--- src/rtl/fbd_pkg.sv ---
package fbd_pkg;
  parameter int unsigned INT_W  = 10;
  parameter int unsigned FRAC_W = 12;
  localparam int unsigned WORD_W = INT_W + 2 * FRAC_W;
  localparam int unsigned LEN_W  = INT_W + 1;
  localparam int unsigned DEN_W  = FRAC_W + 1;
endpackage

--- src/rtl/fbd_ctl_shadow.sv ---
module fbd_ctl_shadow #(
  parameter int unsigned INT_W   = fbd_pkg::INT_W,
  parameter int unsigned FRAC_W  = fbd_pkg::FRAC_W,
  parameter int unsigned MIN_INT = 2,
  localparam int unsigned WORD_W = INT_W + 2 * FRAC_W,
  localparam int unsigned DEN_W  = FRAC_W + 1
) (
  input  logic              clk,
  input  logic              rst,
  input  logic              load_i,
  input  logic [WORD_W-1:0] word_i,
  input  logic              alt_i,
  input  logic              take_i,
  output logic              pending_o,
  output logic [INT_W-1:0]  nxt_int_o,
  output logic [DEN_W-1:0]  nxt_num_o,
  output logic [DEN_W-1:0]  nxt_den_o
);
  logic [WORD_W-1:0] sh_word;
  logic              sh_alt;
  logic              pending_q;
  logic [INT_W-1:0]  act_int;
  logic [DEN_W-1:0]  act_num, act_den;

  logic [INT_W-1:0]  f_int;
  logic [FRAC_W-1:0] f_nf, f_df;
  logic [DEN_W-1:0]  cl_den, raw_num, cl_num;
  logic [INT_W-1:0]  cl_int;

  always_comb begin
    f_int   = sh_word[WORD_W-1 -: INT_W];
    f_nf    = sh_word[2*FRAC_W-1 -: FRAC_W];
    f_df    = sh_word[FRAC_W-1:0];
    cl_den  = {1'b0, f_df} + DEN_W'(1);
    raw_num = sh_alt ? {1'b0, f_nf} : ({1'b0, f_nf} + DEN_W'(1));
    cl_num  = (raw_num > cl_den) ? cl_den : raw_num;
    cl_int  = (f_int < INT_W'(MIN_INT)) ? INT_W'(MIN_INT) : f_int;
  end

  assign pending_o = pending_q;
  assign nxt_int_o = take_i ? cl_int : act_int;
  assign nxt_num_o = take_i ? cl_num : act_num;
  assign nxt_den_o = take_i ? cl_den : act_den;

  always_ff @(posedge clk) begin
    if (rst) begin
      sh_word   <= '0;
      sh_alt    <= 1'b0;
      pending_q <= 1'b0;
      act_int   <= INT_W'(MIN_INT);
      act_num   <= '0;
      act_den   <= DEN_W'(1);
    end else begin
      if (load_i) begin
        sh_word <= word_i;
        sh_alt  <= alt_i;
      end
      if (load_i)      pending_q <= 1'b1;
      else if (take_i) pending_q <= 1'b0;
      if (take_i) begin
        act_int <= cl_int;
        act_num <= cl_num;
        act_den <= cl_den;
      end
    end
  end

  assert_take_pending_R6: assert property (@(posedge clk) disable iff (rst)
    take_i |-> pending_q);
  assert_clamped_R8_R9: assert property (@(posedge clk) disable iff (rst)
    take_i |=> (act_int >= INT_W'(MIN_INT)) && (act_num <= act_den));
endmodule

--- src/rtl/fbd_frac_accum.sv ---
module fbd_frac_accum #(
  parameter int unsigned DEN_W = fbd_pkg::DEN_W
) (
  input  logic             clk,
  input  logic             rst,
  input  logic             step_i,
  input  logic             clear_i,
  input  logic [DEN_W-1:0] num_i,
  input  logic [DEN_W-1:0] den_i,
  output logic             stretch_o
);
  logic [DEN_W-1:0] acc_q, base, nxt_acc;
  logic [DEN_W:0]   sum;

  always_comb begin
    base      = clear_i ? '0 : acc_q;
    sum       = {1'b0, base} + {1'b0, num_i};
    stretch_o = (sum >= {1'b0, den_i});
    nxt_acc   = stretch_o ? DEN_W'(sum - {1'b0, den_i}) : DEN_W'(sum);
  end

  always_ff @(posedge clk) begin
    if (rst)         acc_q <= '0;
    else if (step_i) acc_q <= nxt_acc;
  end

  assert_acc_below_den_R5: assert property (@(posedge clk) disable iff (rst)
    !clear_i |-> (acc_q < den_i));
endmodule

--- src/rtl/fbd_period_cnt.sv ---
module fbd_period_cnt #(
  parameter int unsigned LEN_W = fbd_pkg::LEN_W
) (
  input  logic             clk,
  input  logic             rst,
  input  logic             pending_i,
  input  logic [LEN_W-1:0] len_i,
  output logic             boundary_o,
  output logic             tick_o,
  output logic             bclk_o
);
  logic             run_q, tick_q, bclk_q;
  logic [LEN_W-1:0] cnt_q, half_q;

  assign boundary_o = run_q ? (cnt_q == LEN_W'(1)) : pending_i;
  assign tick_o     = tick_q;
  assign bclk_o     = bclk_q;

  always_ff @(posedge clk) begin
    if (rst) begin
      run_q  <= 1'b0;
      cnt_q  <= '0;
      half_q <= '0;
      tick_q <= 1'b0;
      bclk_q <= 1'b0;
    end else if (boundary_o) begin
      run_q  <= 1'b1;
      cnt_q  <= len_i;
      half_q <= len_i >> 1;
      tick_q <= 1'b1;
      bclk_q <= 1'b1;
    end else if (run_q) begin
      cnt_q  <= cnt_q - LEN_W'(1);
      tick_q <= 1'b0;
      bclk_q <= (cnt_q - LEN_W'(1)) > half_q;
    end else begin
      tick_q <= 1'b0;
      bclk_q <= 1'b0;
    end
  end

  assert_idle_quiet_R1: assert property (@(posedge clk) disable iff (rst)
    !run_q |-> (!tick_q && !bclk_q));
  assert_tick_single_R10: assert property (@(posedge clk) disable iff (rst)
    tick_q |=> !tick_q);
  assert_bclk_at_tick_R11: assert property (@(posedge clk) disable iff (rst)
    tick_q |-> bclk_q);
  assert_cnt_live_R2: assert property (@(posedge clk) disable iff (rst)
    run_q |-> (cnt_q != '0));
endmodule

--- src/rtl/frac_bitclk_gen.sv ---
module frac_bitclk_gen #(
  parameter int unsigned INT_W  = fbd_pkg::INT_W,
  parameter int unsigned FRAC_W = fbd_pkg::FRAC_W,
  localparam int unsigned WORD_W = INT_W + 2 * FRAC_W,
  localparam int unsigned LEN_W  = INT_W + 1,
  localparam int unsigned DEN_W  = FRAC_W + 1
) (
  input  logic              clk,
  input  logic              rst,
  input  logic [WORD_W-1:0] ctl_word,
  input  logic              alt_mode,
  input  logic              load,
  output logic              tick,
  output logic              bclk
);
  logic             pending, boundary, take, stretch;
  logic [INT_W-1:0] nxt_int;
  logic [DEN_W-1:0] nxt_num, nxt_den;
  logic [LEN_W-1:0] period_len;

  assign take       = boundary && pending;
  assign period_len = {1'b0, nxt_int} + LEN_W'(stretch);

  fbd_ctl_shadow #(.INT_W(INT_W), .FRAC_W(FRAC_W), .MIN_INT(2)) u_shadow (
    .clk(clk), .rst(rst), .load_i(load), .word_i(ctl_word), .alt_i(alt_mode),
    .take_i(take), .pending_o(pending), .nxt_int_o(nxt_int),
    .nxt_num_o(nxt_num), .nxt_den_o(nxt_den));

  fbd_frac_accum #(.DEN_W(DEN_W)) u_accum (
    .clk(clk), .rst(rst), .step_i(boundary), .clear_i(take),
    .num_i(nxt_num), .den_i(nxt_den), .stretch_o(stretch));

  fbd_period_cnt #(.LEN_W(LEN_W)) u_period (
    .clk(clk), .rst(rst), .pending_i(pending), .len_i(period_len),
    .boundary_o(boundary), .tick_o(tick), .bclk_o(bclk));
endmodule

--- config.mk ---
export PLATFORM = sky130hd
export DESIGN_NAME = frac_bitclk_gen
export DESIGN_NICKNAME = d
export VERILOG_FILES = /design/src/rtl/fbd_pkg.sv /design/src/rtl/fbd_ctl_shadow.sv /design/src/rtl/fbd_frac_accum.sv /design/src/rtl/fbd_period_cnt.sv /design/src/rtl/frac_bitclk_gen.sv
export SDC_FILE = /design/constraint.sdc
export NUM_CORES = 1
export LEC_CHECK = 0
export ABC_AREA = 1
export BUFFER_PORTS_ARGS = -buffer_cell sky130_fd_sc_hd__buf_2
export CORE_ASPECT_RATIO = 0.8
export CORE_UTILIZATION = 45
export DETAILED_ROUTE_END_ITERATION = 16
export GPL_ROUTABILITY_DRIVEN = 0
export PLACE_DENSITY = 0.59
export SKIP_LAST_GASP = 1
export SLEW_MARGIN = 20
export SYNTH_ARGS = -nofsm -noshare
export SYNTH_HDL_FRONTEND = slang
export SYNTH_SLANG_ARGS = --single-unit
--- constraint.sdc ---
create_clock -name clk -period 7.3 [get_ports clk]
set_clock_uncertainty 0.2 [all_clocks]
set_input_delay 1.46 -clock clk [delete_from_list [all_inputs] [get_ports clk]]
set_output_delay 1.46 -clock clk [all_outputs]
set_load 0.01 [all_outputs]
==> run_results.csv <==
group,metric,value,unit
run_status,status,"complete, no violations",
synthesis,yosys.area_share.xor_xnor,0.0511,
finish,fin_nets,1189,
place,dpl.cell_count,1292,
route,vias,6585,
synthesis,synthAdderAreaFrac,0.101,
global_routing,grt_use_total,0.243,
timing,tightest_slew,0.819,ns
finish,fillers,1586,
floorplan,std_cell_rows,40,
cts,worst_skew_pair.late_latency,0.36,ns
synthesis,synthTopCellsByArea,"dfxtp_1, nand2_1, ha_1, nor2_1, inv_1",
floorplan,fp.dieW,143,um
worst_setup_path,cp_slowest_stage_delay,0.43,ns
synthesis,ys_warn_count,0,
worst_setup_path,r2r_end,"u_period.half_q[5]",
pwr,switchingPower,0.00111,W
global_routing,grt_pass1_vias,6008,
timing,worst_slack,0.594,ns
cts,clk_pin_slew,0.08,ns
route,wl_per_cell,14.3,um
worst_setup_path,end_kind,"flop",
synthesis,avgSynthCellArea,6.72,um2
worst_setup_path,cp.required,7.39,ns
floorplan,start_util,0.470,
pwr,power.share.switching,0.439,
global_routing,overflow,0,
place,dp_hpwl,14100,um
timing,whs,0.267,ns
place,port_buffers,39,
worst_setup_path,rrSetupSlack,0.59,ns
synthesis,synth_cell_types,46,
synthesis,ys_seq_elements,109,
hold_path,hp-start,"u_accum.acc_q[4]",
synthesis,synth-simple-area-share,0.296,
synthesis,synth_area_leader_cell,"dfxtp_1",
pwr,vdd_drop_max,0.140,mV
cts,cts_buffer_depth,2,
synthesis,yosysTopAreaCellShare,0.303,
route,route.detailed.drc,0,
synthesis,synth_top_family_by_area,"simple AND/OR/NAND/NOR gates",
synthesis,synth_compound_gate_area_share,0.151,
worst_setup_path,crit_top_cell,"nand2_1",
global_routing,grt_max_degree,62,
timing,relSlewSlack,0.452,
place,dpl_worst_slack,0.296,ns
pwr,p_int,0.00141,W
worst_setup_path,start_kind,"flop",
route,ant_nets,0,
floorplan,io_pins,40,
worst_setup_path,cp.arrival,6.80,ns
route,firstDrtPassIters,5,
worst_setup_path,critPathSlowestCell,"fa_1",
timing,slew_violations,0,
synthesis,synth_nets,1167,
global_routing,antenna_found_initial,0,
timing,hold_viol,0,
timing,finalSetupViolCount,0,
global_routing,grt_first_pass_wirelength,31000,um
worst_setup_path,cp_max_fo,11,
synthesis,synth_ff_type,"dfxtp_1",
finish,final_cell_mix,"nand2_1, nor2_1, inv_1, dfxtp_1, o21ai_0",
worst_setup_path,critical_path_class,"flop to flop",
pwr,leakage,3.71,nW
floorplan,core-area,0.0153,mm2
finish,drive_gt1_frac,0.105,
worst_setup_path,reg2reg_depth,42,
worst_setup_path,reg2reg_from,"u_shadow.sh_word[0]",
cts,cts-htree-levels,3,
cts,cts_root_buf,"clkbuf_16",
hold_path,whs_endpoint,"u_accum.acc_q[4]",
timing,fmax,149,MHz
finish,fin_area,0.00789,mm2
synthesis,synth_enable_flop_cells,0,
finish,final-instance-count-excl-fill,1309,
place,place_area,0.00755,mm2
synthesis,async_flop_share,0,
flow_run,maxCapViolations,0,
synthesis,yosys-mux-area-fraction,0,
finish,syn_to_final_growth,9.65,%
synthesis,seq_area_frac_synth,0.303,
timing,min_period_over_period,0.919,
floorplan,die_area,0.0165,mm2
floorplan,die_h,115,um
pwr,p_seq_frac,0.284,
finish,final_common_cell,"nand2_1",
cts,cts_buffers,9,
synthesis,synthCells,1072,
pwr,p_clk_frac,0.197,
route,wirelength,18700,um
cts,clock-sinks,109,
route,drt_iter0_markers,401,
pwr,powerDensity,319,mW/mm2
cts,cts_tree,"yes",
hold_path,hold_path_class,"flop to flop",
timing,fin_crit,6.71,ns
finish,antenna-diode-count,0,
hold_path,min_path_cells,2,
pwr,comb_power_share,0.518,
synthesis,synth_area,0.00720,mm2
route,viasPerCell,5.03,
cts,ctsHoldBuffers,0,
==> final cells by class <==
type                            instances  area (um2)  share of cell area
Tap cell                              210         263              0.0333
Sequential cell                       109        2180               0.277
Inverter                              135         507              0.0642
Timing Repair Buffer                   51         285              0.0361
Clock inverter                          6        61.3             0.00777
Multi-Input combinational cell        788        4360               0.552
Clock buffer                           10         239              0.0303
==> critical path: cells and delay by family, from the launching register on <==
kind / cells / cell delay, ns
AND/OR/NAND/NOR: 27 / 2.93
adder cells (fa/ha/maj): 7 / 1.95
AO/OA/AOI/OAI: 5 / 0.82
flip-flops: 1 / 0.39
XOR/XNOR: 1 / 0.22
buffers and inverters: 2 / 0.14
==> flip-flops by register name, indices dropped and copies added (netlist names) <==
signal and count:
u_shadow.act_num 13, u_period.half_q 10, u_shadow.act_int 10, u_accum.acc_q 13
u_period.bclk_o 1, u_shadow.sh_alt 1, u_period.cnt_q 11, u_period.run_q 1
u_shadow.sh_word 34, u_shadow.pending_o 1, u_shadow.act_den 13, u_period.tick_o 1
==> power groups by stage <==
stage	clock [W]	combinational (W)	sequential, W
2_1_floorplan	0	0.000988	0.000715
3_3_place_gp	0	0.00128	0.000728
3_5_place_dp	0	0.00127	0.000729
4_1_cts	0.000508	0.00128	0.000715
5_1_grt	0.000529	0.00150	0.000726
6_report	0.000497	0.00131	0.000716
==> kinds of logic after synthesis <==
group | Yosys count
XOR/XNOR | 42
AO/OA/AOI/OAI | 199
adder cells (fa/ha/maj) | 57
flip-flops | 109
buffers and inverters | 175
AND/OR/NAND/NOR | 490
==> stage by stage <==
| step | utilization | TNS, ns | power [W] |
|---|---|---|---|
| 2_1_floorplan | - | 0 | 0.00170 |
| 3_3_place_gp | 0.493 | 0 | 0.00201 |
| 3_5_place_dp | 0.493 | 0 | 0.00200 |
| 4_1_cts | 0.512 | 0 | 0.00250 |
| 5_1_grt | 0.515 | -0.286 | 0.00275 |
| 6_report | 0.515 | 0 | 0.00252 |
==> how the worst max path moves through the flow <==
stage	startpoint	slack, ns	depth (start not counted)	end
2_1_floorplan	u_shadow.sh_word[0]	0.96	44	u_period.cnt_q[6]
3_3_place_gp	u_shadow.sh_word[0]	0.39	45	u_period.half_q[7]
3_5_place_dp	u_shadow.sh_word[0]	0.30	42	u_period.half_q[5]
4_1_cts	u_shadow.sh_word[0]	0.24	42	u_period.half_q[5]
5_1_grt	u_shadow.sh_word[0]	-0.07	41	u_period.half_q[3]
6_report	u_shadow.sh_word[0]	0.59	42	u_period.half_q[5]
==> per-layer routing <==
metal / global-route usage / vias to the layer above / share of wire
li1: - / 3523 / -
met1: 0.372 / 2929 / 0.55
met2: 0.354 / 120 / 0.40
met3: 0.0337 / 13 / 0.037
met4: 0.0560 / 0 / 0.011
met5: 0 / - / 0
==> synth_stat cells (2+ instances only) <==
library cell and count:
nand2_1 218, nor2_1 144, inv_1 130, dfxtp_1 109, o21ai_0 92, a21oi_1 77, nand3_1 64, ha_1 55
xor2_1 32, nand4_1 24, clkbuf_1 21, buf_2 13, nand2_2 10, xnor2_1 10, nand3_2 9, o21bai_1 6
or2_2 5, a21o_1 4, a21oi_2 4, nand3b_1 4, nor3_1 4, a31oi_1 3, inv_2 3, nor2_2 3
a211oi_1 2, buf_4 2, clkinv_1 2, fa_1 2, o211ai_1 2, o21ai_2 2
==> timing repair <==
| item | 4_1_cts | 5_1_grt |
|---|---|---|
| buffers inserted | 0 | 1 |
| gates resized for setup | 0 | 11 |
| endpoints found under the setup margin | 0 | 20 |
Note: power is estimated with default switching activity, not from simulation.
